===== src/rtl/bsync_tx_pkg.sv =====
`timescale 1ns/1ps
// Shared widths, field layout and enumerations for the sync transmit engine.
// Assumes a byte-wide host data path and a 16-bit check value.
package bsync_tx_pkg;
    parameter int BYTE_W  = 8;                         // buffered character width
    parameter int CRC_W   = 16;                        // check value width
    parameter int MIN_LEN = 5;                         // shortest fixed character length
    parameter int SHORT_W = 6;                         // short sync pattern width
    localparam int SYNC_W  = 2 * BYTE_W;               // two sync bytes
    localparam int SR_W    = (CRC_W > SYNC_W) ? CRC_W : SYNC_W;
    localparam int CNT_W   = $clog2(SR_W + 1);
    localparam int PREFIX_W = BYTE_W - MIN_LEN + 1;    // bits scanned for the short-length prefix
    localparam int CFG_W   = 7;

    typedef enum logic [1:0] {K_IDLE, K_SYNC, K_DATA, K_CRC} kind_t;
    typedef enum logic [1:0] {SY_BYTE = 2'b00, SY_PAIR = 2'b01, SY_SHORT = 2'b10, SY_BYTE2 = 2'b11} sync_mode_t;

    localparam logic [1:0] CMD_PRESET  = 2'b01;
    localparam logic [1:0] CMD_EOM_CLR = 2'b10;

    typedef struct packed {
        logic       crc_incl;   // [6]
        sync_mode_t sync_mode;  // [5:4]
        logic       par_even;   // [3]
        logic       par_en;     // [2]
        logic [1:0] char_len;   // [1:0]
    } cfg_t;
endpackage


===== src/rtl/bsync_tx_regs.sv =====
`timescale 1ns/1ps
// Host-side registers: configuration, sync pattern and command decode.
// Assumes strobes are single-cycle; commands other than the two defined codes do nothing.
module bsync_tx_regs
    import bsync_tx_pkg::*;
(
    input  logic              clk,
    input  logic              rst_n,
    input  logic              cfg_wr,
    input  logic [CFG_W-1:0]  cfg_wdata,
    input  logic              sync_wr,
    input  logic [SYNC_W-1:0] sync_wdata,
    input  logic              cmd_wr,
    input  logic [1:0]        cmd_code,
    output cfg_t              cfg,
    output logic [SYNC_W-1:0] sync_val,
    output logic              crc_preset,
    output logic              eom_clr
);
    cfg_t              cfg_q;
    logic [SYNC_W-1:0] sync_q;
    logic              preset_q;

    // Hold configuration, sync pattern and the registered preset pulse.
    always_ff @(posedge clk) begin
        if (!rst_n) begin
            cfg_q    <= '0;
            sync_q   <= '0;
            preset_q <= 1'b0;
        end else begin
            if (cfg_wr)  cfg_q  <= cfg_t'(cfg_wdata);
            if (sync_wr) sync_q <= sync_wdata;
            preset_q <= cmd_wr && (cmd_code == CMD_PRESET);
        end
    end

    assign cfg        = cfg_q;
    assign sync_val   = sync_q;
    assign crc_preset = preset_q;
    assign eom_clr    = cmd_wr && (cmd_code == CMD_EOM_CLR);

    p_preset_pulse_r10: assert property (@(posedge clk) disable iff (!rst_n)
        (cmd_wr && cmd_code == CMD_PRESET) |=> crc_preset);
endmodule


===== src/rtl/bsync_tx_buf.sv =====
`timescale 1ns/1ps
// Single-entry holding buffer between the host and the shift register.
// Assumes take is only raised while the buffer is full; writes to a full buffer are dropped.
module bsync_tx_buf
    import bsync_tx_pkg::*;
(
    input  logic              clk,
    input  logic              rst_n,
    input  logic              wr,
    input  logic [BYTE_W-1:0] wdata,
    input  logic              take,
    output logic              full,
    output logic [BYTE_W-1:0] rdata
);
    logic              full_q;
    logic [BYTE_W-1:0] byte_q;

    // Accept a character when empty; release it on transfer.
    always_ff @(posedge clk) begin
        if (!rst_n) begin
            full_q <= 1'b0;
            byte_q <= '0;
        end else begin
            if (take) full_q <= 1'b0;
            if (wr && !full_q) begin
                full_q <= 1'b1;
                byte_q <= wdata;
            end
        end
    end

    assign full  = full_q;
    assign rdata = byte_q;

    p_take_needs_data_r12: assert property (@(posedge clk) disable iff (!rst_n)
        take |-> full_q);
    p_drop_when_full_r12: assert property (@(posedge clk) disable iff (!rst_n)
        (full_q && wr) |=> $stable(byte_q));
    p_take_empties_r12: assert property (@(posedge clk) disable iff (!rst_n)
        take |=> !full_q);
endmodule


===== src/rtl/bsync_tx_fmt.sv =====
`timescale 1ns/1ps
// Purely combinational formatting of the next data word and the sync word.
// Assumes right-justified data; result words are LSB-first with their bit counts.
module bsync_tx_fmt
    import bsync_tx_pkg::*;
(
    input  logic [BYTE_W-1:0] byte_in,
    input  cfg_t              cfg,
    input  logic [SYNC_W-1:0] sync_val,
    output logic [SR_W-1:0]   data_word,
    output logic [CNT_W-1:0]  data_len,
    output logic [SR_W-1:0]   sync_word,
    output logic [CNT_W-1:0]  sync_len
);
    logic [CNT_W-1:0] lead_ones;
    logic [CNT_W-1:0] n_bits;
    logic             run;
    logic             ones_odd;

    // Count the leading ones of the prefix used by the shortest length code.
    always_comb begin
        lead_ones = '0;
        run       = 1'b1;
        for (int i = BYTE_W - 1; i >= BYTE_W - PREFIX_W; i--) begin
            if (run && byte_in[i]) lead_ones = lead_ones + CNT_W'(1);
            else                   run = 1'b0;
        end
    end

    // Build the data word: masked data bits, then the optional parity bit.
    always_comb begin
        if (cfg.char_len == 2'd0) n_bits = CNT_W'(MIN_LEN) - lead_ones;
        else                      n_bits = CNT_W'(MIN_LEN) + CNT_W'(cfg.char_len);
        data_word = '0;
        ones_odd  = 1'b0;
        for (int i = 0; i < BYTE_W; i++) begin
            if (CNT_W'(i) < n_bits) begin
                data_word[i] = byte_in[i];
                ones_odd     = ones_odd ^ byte_in[i];
            end
        end
        if (cfg.par_en) data_word[n_bits] = cfg.par_even ? ones_odd : ~ones_odd;
        data_len = n_bits + CNT_W'(cfg.par_en);
    end

    // Select the sync pattern and its length.
    always_comb begin
        unique case (cfg.sync_mode)
            SY_PAIR: begin
                sync_word = SR_W'(sync_val);
                sync_len  = CNT_W'(SYNC_W);
            end
            SY_SHORT: begin
                sync_word = SR_W'(sync_val[SHORT_W-1:0]);
                sync_len  = CNT_W'(SHORT_W);
            end
            default: begin
                sync_word = SR_W'(sync_val[BYTE_W-1:0]);
                sync_len  = CNT_W'(BYTE_W);
            end
        endcase
    end

    p_len_nonzero_r4: assert final (n_bits != '0 && n_bits <= CNT_W'(BYTE_W));
endmodule


===== src/rtl/bsync_tx_shift.sv =====
`timescale 1ns/1ps
// Shift register and character sequencer: picks data, CRC, sync or idle at each
// boundary, runs the end-of-message latch and drives the CRC unit's bit strobe.
// Assumes crc_rem already contains every fed bit at the edge after the last one.
module bsync_tx_shift
    import bsync_tx_pkg::*;
(
    input  logic             clk,
    input  logic             rst_n,
    input  logic             tx_en,
    input  logic             buf_full,
    input  logic [SR_W-1:0]  data_word,
    input  logic [CNT_W-1:0] data_len,
    input  logic             crc_incl,
    input  logic [SR_W-1:0]  sync_word,
    input  logic [CNT_W-1:0] sync_len,
    input  logic [CRC_W-1:0] crc_rem,
    input  logic             eom_clr,
    output logic             take,
    output logic             txd,
    output logic             crc_feed,
    output logic             crc_din,
    output logic             eom,
    output logic             irq
);
    kind_t            kind_q, ld_kind;
    logic [SR_W-1:0]  sr_q, ld_word;
    logic [CNT_W-1:0] cnt_q, ld_len;
    logic             incl_q, txd_q, eom_q, irq_q;
    logic             shift_empty, next_bit;

    // Decide what to load when the shift register runs dry.
    always_comb begin
        ld_kind = K_IDLE;
        ld_word = '1;
        ld_len  = '0;
        if (tx_en) begin
            if (buf_full) begin
                ld_kind = K_DATA;
                ld_word = data_word;
                ld_len  = data_len;
            end else if (!eom_q) begin
                ld_kind = K_CRC;
                ld_word = SR_W'(crc_rem);
                ld_len  = CNT_W'(CRC_W);
            end else begin
                ld_kind = K_SYNC;
                ld_word = sync_word;
                ld_len  = sync_len;
            end
        end
    end

    assign shift_empty = (cnt_q == '0);
    assign next_bit    = shift_empty ? ld_word[0] : sr_q[0];
    assign take        = shift_empty && (ld_kind == K_DATA);
    assign crc_feed    = shift_empty ? (take && crc_incl) : ((kind_q == K_DATA) && incl_q);
    assign crc_din     = next_bit;

    // Shift one bit per clock, load at boundaries, update latch and interrupt.
    always_ff @(posedge clk) begin
        if (!rst_n) begin
            kind_q <= K_IDLE;
            sr_q   <= '0;
            cnt_q  <= '0;
            incl_q <= 1'b0;
            txd_q  <= 1'b1;
            eom_q  <= 1'b1;
            irq_q  <= 1'b0;
        end else begin
            txd_q <= next_bit;
            irq_q <= 1'b0;
            if (eom_clr) eom_q <= 1'b0;
            if (shift_empty) begin
                kind_q <= ld_kind;
                sr_q   <= ld_word >> 1;
                cnt_q  <= (ld_kind == K_IDLE) ? '0 : ld_len - CNT_W'(1);
                if (take) incl_q <= crc_incl;
                if (ld_kind == K_CRC) begin
                    eom_q <= 1'b1;
                    irq_q <= 1'b1;
                end
            end else begin
                sr_q  <= sr_q >> 1;
                cnt_q <= cnt_q - CNT_W'(1);
            end
        end
    end

    assign txd = txd_q;
    assign eom = eom_q;
    assign irq = irq_q;

    p_idle_mark_r2: assert property (@(posedge clk) disable iff (!rst_n)
        (shift_empty && !tx_en) |=> (txd_q && kind_q == K_IDLE));
    p_irq_single_r7: assert property (@(posedge clk) disable iff (!rst_n)
        irq_q |=> !irq_q);
    p_eom_rise_irq_r7: assert property (@(posedge clk) disable iff (!rst_n)
        $rose(eom_q) |-> irq_q);
    p_no_feed_crc_r9: assert property (@(posedge clk) disable iff (!rst_n)
        (!shift_empty && kind_q != K_DATA) |-> !crc_feed);
    p_char_completes_r11: assert property (@(posedge clk) disable iff (!rst_n)
        !shift_empty |=> (cnt_q == $past(cnt_q) - CNT_W'(1)));
endmodule


===== src/rtl/bsync_tx.sv =====
`timescale 1ns/1ps
// Top of the byte-synchronous transmit engine: host registers, holding buffer,
// formatter and sequencer. Assumes an external CRC unit driven by crc_feed/crc_din.
module bsync_tx
    import bsync_tx_pkg::*;
(
    input  logic              clk,
    input  logic              rst_n,
    input  logic              tx_en,
    input  logic              cfg_wr,
    input  logic [CFG_W-1:0]  cfg_wdata,
    input  logic              sync_wr,
    input  logic [SYNC_W-1:0] sync_wdata,
    input  logic              cmd_wr,
    input  logic [1:0]        cmd_code,
    input  logic              data_wr,
    input  logic [BYTE_W-1:0] data_wdata,
    input  logic [CRC_W-1:0]  crc_rem,
    output logic              txd,
    output logic              crc_feed,
    output logic              crc_din,
    output logic              crc_preset,
    output logic              buf_empty,
    output logic              eom_flag,
    output logic              stat_irq
);
    cfg_t              cfg;
    logic [SYNC_W-1:0] sync_val;
    logic              eom_clr, take, full;
    logic [BYTE_W-1:0] buf_byte;
    logic [SR_W-1:0]   data_word, sync_word;
    logic [CNT_W-1:0]  data_len, sync_len;

    bsync_tx_regs u_regs (
        .clk(clk), .rst_n(rst_n),
        .cfg_wr(cfg_wr), .cfg_wdata(cfg_wdata),
        .sync_wr(sync_wr), .sync_wdata(sync_wdata),
        .cmd_wr(cmd_wr), .cmd_code(cmd_code),
        .cfg(cfg), .sync_val(sync_val),
        .crc_preset(crc_preset), .eom_clr(eom_clr)
    );

    bsync_tx_buf u_buf (
        .clk(clk), .rst_n(rst_n),
        .wr(data_wr), .wdata(data_wdata), .take(take),
        .full(full), .rdata(buf_byte)
    );

    bsync_tx_fmt u_fmt (
        .byte_in(buf_byte), .cfg(cfg), .sync_val(sync_val),
        .data_word(data_word), .data_len(data_len),
        .sync_word(sync_word), .sync_len(sync_len)
    );

    bsync_tx_shift u_shift (
        .clk(clk), .rst_n(rst_n), .tx_en(tx_en),
        .buf_full(full), .data_word(data_word), .data_len(data_len),
        .crc_incl(cfg.crc_incl), .sync_word(sync_word), .sync_len(sync_len),
        .crc_rem(crc_rem), .eom_clr(eom_clr),
        .take(take), .txd(txd), .crc_feed(crc_feed), .crc_din(crc_din),
        .eom(eom_flag), .irq(stat_irq)
    );

    assign buf_empty = !full;

    p_empty_after_take_r12: assert property (@(posedge clk) disable iff (!rst_n)
        (take && !data_wr) |=> buf_empty);
endmodule


===== config.mk =====
export PLATFORM = sky130hd
export DESIGN_NAME = bsync_tx
export DESIGN_NICKNAME = d
export VERILOG_FILES = /design/src/rtl/bsync_tx_pkg.sv /design/src/rtl/bsync_tx_regs.sv /design/src/rtl/bsync_tx_buf.sv /design/src/rtl/bsync_tx_fmt.sv /design/src/rtl/bsync_tx_shift.sv /design/src/rtl/bsync_tx.sv
export SDC_FILE = /design/constraint.sdc
export NUM_CORES = 1
export LEC_CHECK = 0
export ABC_CLOCK_PERIOD_IN_PS = 4900
export BUFFER_PORTS_ARGS = -buffer_cell sky130_fd_sc_hd__buf_2
export CAP_MARGIN = 20
export CORE_MARGIN = 2
export CORE_UTILIZATION = 25
export DETAILED_ROUTE_END_ITERATION = 16
export SLEW_MARGIN = 10
export SYNTH_ARGS = -nofsm -noshare
export SYNTH_HDL_FRONTEND = slang
export SYNTH_SLANG_ARGS = --single-unit

===== constraint.sdc =====
create_clock -name clk -period 4.9 [get_ports clk]
set_clock_uncertainty 0.1 [all_clocks]
set_input_delay 0.245 -clock clk [delete_from_list [all_inputs] [get_ports clk]]
set_output_delay 0.245 -clock clk [all_outputs]
set_load 0.005 [all_outputs]

### After elaboration in Yosys (flattened, before gate mapping)

Index checks and enable logic that the tools add are counted.

* bits in registers: 60
* bits of input ports: 56
* output and inout port bits: 7
* word-level logic and storage cells: 116

* add/sub/neg operators: 8
* order comparisons: 10
* equality and inequality tests: 7
* mux-type cells: 50
* bitwise logic cells: 8
* reduce and logical (&&, ||, !) cells: 17

Operator list (count)
* 2-to-1 mux 16 bit: 4
* 2-to-1 mux 5 bit: 9
* one-hot mux 16 bit (2 select lines): 1
* 2-to-1 mux 1 bit: 29
* < comparator 3 x 5 -> 1 bit, first input constant: 4
* bitwise mux 16 bit: 1
* adder 5 x 1 -> 5 bit, second input constant: 3
* 2-to-1 mux 15 bit: 1
* equality test 2 bit, second input constant: 5
* logical AND 1 bit: 10
* < comparator 1 x 5 -> 1 bit, first input constant: 2
* < comparator 2 x 5 -> 1 bit, first input constant: 2
* one-hot mux 5 bit (2 select lines): 1
* subtractor 5 x 1 -> 5 bit, second input constant: 2
* XOR 1 bit: 7
* 2-to-1 mux 2 bit: 3
* adder 5 x 1 -> 5 bit: 1
* >= comparator 5 x 1 -> 1 bit, second input constant: 1
* logical NOT 5 bit: 1
* < comparator 5 bit, second input constant: 1
* subtractor 3 x 5 -> 5 bit, first input constant: 1
* adder 3 x 2 -> 4 bit, first input constant: 1
* demux 1 bit (select 4 bit): 1
* equality test 2 x 1 -> 1 bit, second input constant: 2
* 5 further kinds: 7

### Longest topological paths before layout

* depth after elaboration: 32
* depth in mapped cells: 17
* depth with buffers taken out: 16

### Modules after synthesis

From an unflattened synthesis, not the netlist that was laid out.

* cells, all modules: 411
* area total of the unflattened synthesis: 3629.7 µm²

Modules (own cells, without submodules)
* bsync_tx_shift: instances 1, cells each 152, area an instance 1382.6 µm², sequential area each 520.5 µm²
* bsync_tx_fmt: instances 1, cells each 141, area an instance 948.4 µm², sequential area each 0.0 µm²
* bsync_tx_regs: instances 1, cells each 78, area an instance 915.9 µm², sequential area each 480.5 µm²
* bsync_tx_buf: instances 1, cells each 39, area an instance 379.1 µm², sequential area each 180.2 µm²
* bsync_tx: instances 1, cells each 1, area an instance 3.8 µm², sequential area each 0.0 µm²

### Worst setup path before layout

No wires, ideal clock.

* path type: reg2out
* from: reg u_buf.byte_q[6], in the netlist u_buf.rdata[6]
* to: out crc_din
* arrival time: 3.221 ns
* data required time: 4.555 ns
* path slack: 1.334 ns
* cell stages (with the launch flop): 15
* path buffers: 1
* cells stage by stage: dfxtp_1 > buf_2 > and2_1 > ha_1 > and3b_1 > nor2b_1 > ha_1 > nand2_2 > a311oi_4 > a21oi_1 > a41oi_2 > xor2_2 > xnor2_4 > xnor2_2 > o22ai_1

* longest elaborated chain between the ends: 31
* elaborated cells between the ends (all ways): 47
* those cells by class: add/sub (3); order compare (10); mux (22); bitwise (8); reduce/logical (4)

RTL lines
* start, declared: RTL line bsync_tx_buf.sv:16 `logic [BYTE_W-1:0] byte_q;`
* start signal, assigned: RTL line bsync_tx_buf.sv:27 `byte_q <= wdata;`
* logical AND 1 bit: RTL line bsync_tx_fmt.sv:25 `if (run && byte_in[i]) lead_ones = lead_ones + CNT_W'(1);`
* 2-to-1 mux 5 bit or 2-to-1 mux 1 bit (tied branches): RTL line bsync_tx_fmt.sv:25
* adder 5 x 1 -> 5 bit or logical AND 1 bit (tied branches): RTL line bsync_tx_fmt.sv:25
* 2-to-1 mux 5 bit or 2-to-1 mux 1 bit (tied branches): RTL line bsync_tx_fmt.sv:25
* adder 5 x 1 -> 5 bit or logical AND 1 bit (tied branches): RTL line bsync_tx_fmt.sv:25
* 2-to-1 mux 5 bit: RTL line bsync_tx_fmt.sv:25
* subtractor 3 x 5 -> 5 bit: RTL line bsync_tx_fmt.sv:32 `if (cfg.char_len == 2'd0) n_bits = CNT_W'(MIN_LEN) - lead_ones;`
* 2-to-1 mux 5 bit: RTL line bsync_tx_fmt.sv:32
* (+15 left out)
* 2-to-1 mux 1 bit: RTL line bsync_tx_fmt.sv:37 `if (CNT_W'(i) < n_bits) begin`
* inverter 1 bit: RTL line bsync_tx_fmt.sv:42 `if (cfg.par_en) data_word[n_bits] = cfg.par_even ? ones_odd : ~ones_odd;`
* 2-to-1 mux 1 bit: RTL line bsync_tx_fmt.sv:42
* bitwise mux 16 bit: RTL line bsync_tx_fmt.sv:42
* 2-to-1 mux 16 bit *: RTL line bsync_tx_fmt.sv:42
* 2-to-1 mux 16 bit *: RTL line bsync_tx_shift.sv:38 `if (buf_full) begin`
* 2-to-1 mux 16 bit *: RTL line bsync_tx_shift.sv:37 `if (tx_en) begin`
* 2-to-1 mux 1 bit *: RTL line bsync_tx_shift.sv:55 `assign next_bit = shift_empty ? ld_word[0] : sr_q[0];`
* end, declared: RTL line bsync_tx.sv:21 `output logic crc_din,`

Every way passes the cells marked *; elsewhere a longest branch is shown, timed or not.

### Worst setup path in the final report

Ends and elaborated chain as after synthesis.

==> results.toml <==
[outcome]
outcome = "completed"

[power]
max-vdd-ir-drop_mv = 0.156
power.share.sequential_pct = 36.7
net-switching-power_mw = 0.568
design_power_total_mw = 1.72
combinational_cell_fraction_of_total_power_pct = 31.1
internal_power_mw = 1.15
power.leakage_nw = 1.77
pwr_density_cell_nw_per_um2 = 399
clockPowerShare_pct = 32.2
p_sw_share_pct = 33.0

[grt]
grt_start_max_net_pins = 62
grt_overflow = 0
use_met1_pct = 19.6
globalRouteMet3Util_pct = 2.88
grt_pass1_vias = 3191
grt_antenna_before_repair = 0
grt_use_met2_pct = 22.2
gr-usage-all-layers_pct = 14.4
gr_busiest_metal = "met2"
grt_first_pass_wirelength_mm = 16.8

[synthesis]
syn_nets = 485
synth.top_cell.area_share_pct = 33.0
ys_types = 62
synth_edf_count = 0
synth-compound-area-share_pct = 19.0
synth-seq-cells = 59
synthesis.area_um2 = 3580
asyncSetResetFlopFracSynth_pct = 0
post_synthesis_mux_area_share_pct = 12.6
synth_top_family_by_area = "simple AND/OR/NAND/NOR gates"
ys_dominant_reg_cell = "sky130_fd_sc_hd__dfxtp_1"
synth_area_per_cell_um2 = 8.55
synth_area_leader_cell = "sky130_fd_sc_hd__dfxtp_1"
post_synth_inst_count = 419
post_synth_main_area_contributors = "sky130_fd_sc_hd__dfxtp_1, sky130_fd_sc_hd__mux2i_1, sky130_fd_sc_hd__nor2b_1"
yosys_warnings = 0
synth-seq-area-share_pct = 33.0
synth-simple-area-share_pct = 24.0
synthXorXnorAreaFrac_pct = 3.88
synthAdderAreaFrac_pct = 3.49

[die]
fp.dieH_um = 124
core.rowCount = 43
design.portCount = 63
fp.dieArea_um2 = 15300
floorplan.core_area_um2 = 13900
horiz_die_dim_um = 124
initial_utilization_pct = 25.7

[route]
first_pass_iters = 4
route.detailed.wl_per_inst_um = 15.7
drc_errors = 0
detail-route-antenna-nets = 0
drt_first_iter_violations = 225
dr_total_vias = 3245
average_via_count_per_standard_cell = 4.94
finalWirelength_mm = 10.3

[placed_design]
hpwl_mm = 7.87
gp_congestion = 0.873
postPlaceCellArea_um2 = 4050
pre_cts_ws_ns = 0.819
port-buffer-count = 62

[clock_tree]
path_clk_slew_ns = 0.05
post_cts_resize_count = 0
cts_setup_buffers = 0
cts_buffers = 9
cts-root-buf = "sky130_fd_sc_hd__clkbuf_16"
cts_tree = "yes"
postCtsHoldBufs = 0
h_tree_depth = 3
cts_buffer_depth = 2
clk_latency_ns = 0.33
clock_sink_count = 59

[sta]
number_of_pins_exceeding_their_max_slew_limit_in_the_final_report = 0
final_min_period_over_clock_period_pct = 90.5
timing.slew.headroom_pct = 37.7
rsz0062_at_grt = "no"
timing_hold_violations_final = 0
worst_slew_pin_slew_ns = 0.933
setup_ws_ns = 0.465
achievable-frequency_mhz = 225
finalSetupViolations = 0
setup_tns_ns = 0
final_period_minus_worst_setup_slack_ns = 4.44

[final_layout]
fin_area_um2 = 4310
nNetsFinal = 539
final_cell_mix = "sky130_fd_sc_hd__buf_2, sky130_fd_sc_hd__dfxtp_1, sky130_fd_sc_hd__nor2b_1"
synthToLayoutAreaGrowth_pct = 20.4
utilization_pct = 31.0
final_common_cell = "sky130_fd_sc_hd__buf_2"
drive_above_1_share_pct = 20.1
num_antenna_cells = 0

[worst_hold_path]
min_to = "u_buf.rdata[5]"
holdCritStartpoint = "data_wdata[5]"
hold_class = "in2reg"
hold_path_cells = 3

[critical_path]
r2r_start = "u_buf.rdata[6]"
worstSetupPathType = "reg2out"
worst_reg_to_reg_path_cell_count = 13
regToRegSetupSlack_ns = 0.97
critical_path.endpoint_type = "output port"
critical_path.reg2reg.endpoint = "u_shift.txd"
timing.critical_path.required_ns = 4.55
worst_ep_arrival_time_ns = 4.09
timing.critical_path.from_type = "flop"
critical_path.max_fanout = 12

[flow_run]
cap_viol_max_count = 0
-- per-stage QoR --
stage	hold WS [ns]	instances
4_1_cts	0.0644	657
2_1_floorplan	0.305	419
5_1_grt	0.0750	657
3_5_place_dp	0.360	642
6_report	0.0689	657
3_3_place_gp	0.356	642
-- worst max-delay path: stages (launching register included) --
cell,delay (ns)
sky130_fd_sc_hd__dfxtp_1,0.54
sky130_fd_sc_hd__a21boi_0,0.17
sky130_fd_sc_hd__ha_1,0.37
sky130_fd_sc_hd__and3b_1,0.30
sky130_fd_sc_hd__nor2b_1,0.07
sky130_fd_sc_hd__ha_1,0.36
sky130_fd_sc_hd__nand2_2,0.10
sky130_fd_sc_hd__a311oi_4,0.43
sky130_fd_sc_hd__a21oi_1,0.14
sky130_fd_sc_hd__a41oi_2,0.21
sky130_fd_sc_hd__xor2_2,0.26
sky130_fd_sc_hd__xnor2_4,0.15
sky130_fd_sc_hd__xnor2_2,0.39
sky130_fd_sc_hd__o22ai_1,0.12
sky130_fd_sc_hd__buf_2,0.14
-- power by group through the flow --
stage / sequential, mW / combinational [mW] / clock (mW)
floorplan: 0.615 / 0.394 / 0
global placement: 0.634 / 0.518 / 0
detailed placement: 0.638 / 0.529 / 0
CTS: 0.630 / 0.535 / 0.572
global route: 0.642 / 0.602 / 0.588
finish: 0.631 / 0.535 / 0.555
-- cell usage after synthesis, types with 3 or more instances --
| master | number |
|---|---|
| sky130_fd_sc_hd__o21ai_1 | 9 |
| sky130_fd_sc_hd__nor2b_1 | 45 |
| sky130_fd_sc_hd__buf_1 | 3 |
| sky130_fd_sc_hd__nand3_1 | 15 |
| sky130_fd_sc_hd__clkbuf_1 | 17 |
| sky130_fd_sc_hd__ha_1 | 10 |
| sky130_fd_sc_hd__mux2i_1 | 40 |
| sky130_fd_sc_hd__a211oi_1 | 7 |
| sky130_fd_sc_hd__nor3_1 | 13 |
| sky130_fd_sc_hd__a21oi_1 | 25 |
| sky130_fd_sc_hd__o21ai_0 | 25 |
| sky130_fd_sc_hd__a31oi_1 | 3 |
| sky130_fd_sc_hd__dfxtp_1 | 59 |
| sky130_fd_sc_hd__a21oi_2 | 3 |
| sky130_fd_sc_hd__and3_1 | 4 |
| sky130_fd_sc_hd__o22ai_1 | 4 |
| sky130_fd_sc_hd__o21a_1 | 6 |
| sky130_fd_sc_hd__a21boi_0 | 3 |
| sky130_fd_sc_hd__o221ai_1 | 3 |
| sky130_fd_sc_hd__and2_1 | 7 |
| sky130_fd_sc_hd__inv_1 | 13 |
| sky130_fd_sc_hd__xnor2_1 | 8 |
| sky130_fd_sc_hd__nand2_1 | 21 |
| sky130_fd_sc_hd__nand2b_1 | 7 |
| sky130_fd_sc_hd__nor2_1 | 26 |
-- cell families after synthesis --
family          after synthesis
compound gates              104
simple gates                155
mux                          43
buf+inv                      36
xor+xnor                     12
fa+ha+maj                    10
flops                        59
-- registers in the layout (all words and copies together) (netlist names), 2 cells and up --
register	count
u_regs.cfg	7
u_regs.sync_val	16
u_shift.sr_q	15
u_shift.cnt_q	5
u_buf.rdata	8
u_shift.kind_q	2
-- routing by layer --
layer / routed length, µm / vias to the layer above
li1: - / 1600
met1: 4880 / 1519
met2: 4590 / 116
met3: 670 / 10
met4: 161 / 0
met5: 0 / -
-- worst max-delay path by stage --
stage               endpoint  slack, ns           start  cells past startpoint
finish               crc_din       0.46  u_buf.rdata[6]                     14
global route         crc_din       0.14  u_buf.rdata[6]                     14
CTS                  crc_din       0.46  u_buf.rdata[6]                     14
detailed placement   crc_din       0.82  u_buf.rdata[6]                     14
global placement     crc_din       0.92  u_buf.rdata[6]                     14
floorplan            crc_din       1.33  u_buf.rdata[6]                     14
-- layout make-up --
cell class | count | area [µm²]
fill | 1473 | 9620
multi-input combinational | 324 | 2260
sequential | 59 | 1180
timing repair buffer | 66 | 340
clock buffer | 12 | 246
tap | 180 | 225
inverter | 13 | 48.8
clock inverter | 3 | 15.0
Power figures use the tool's default switching activity.
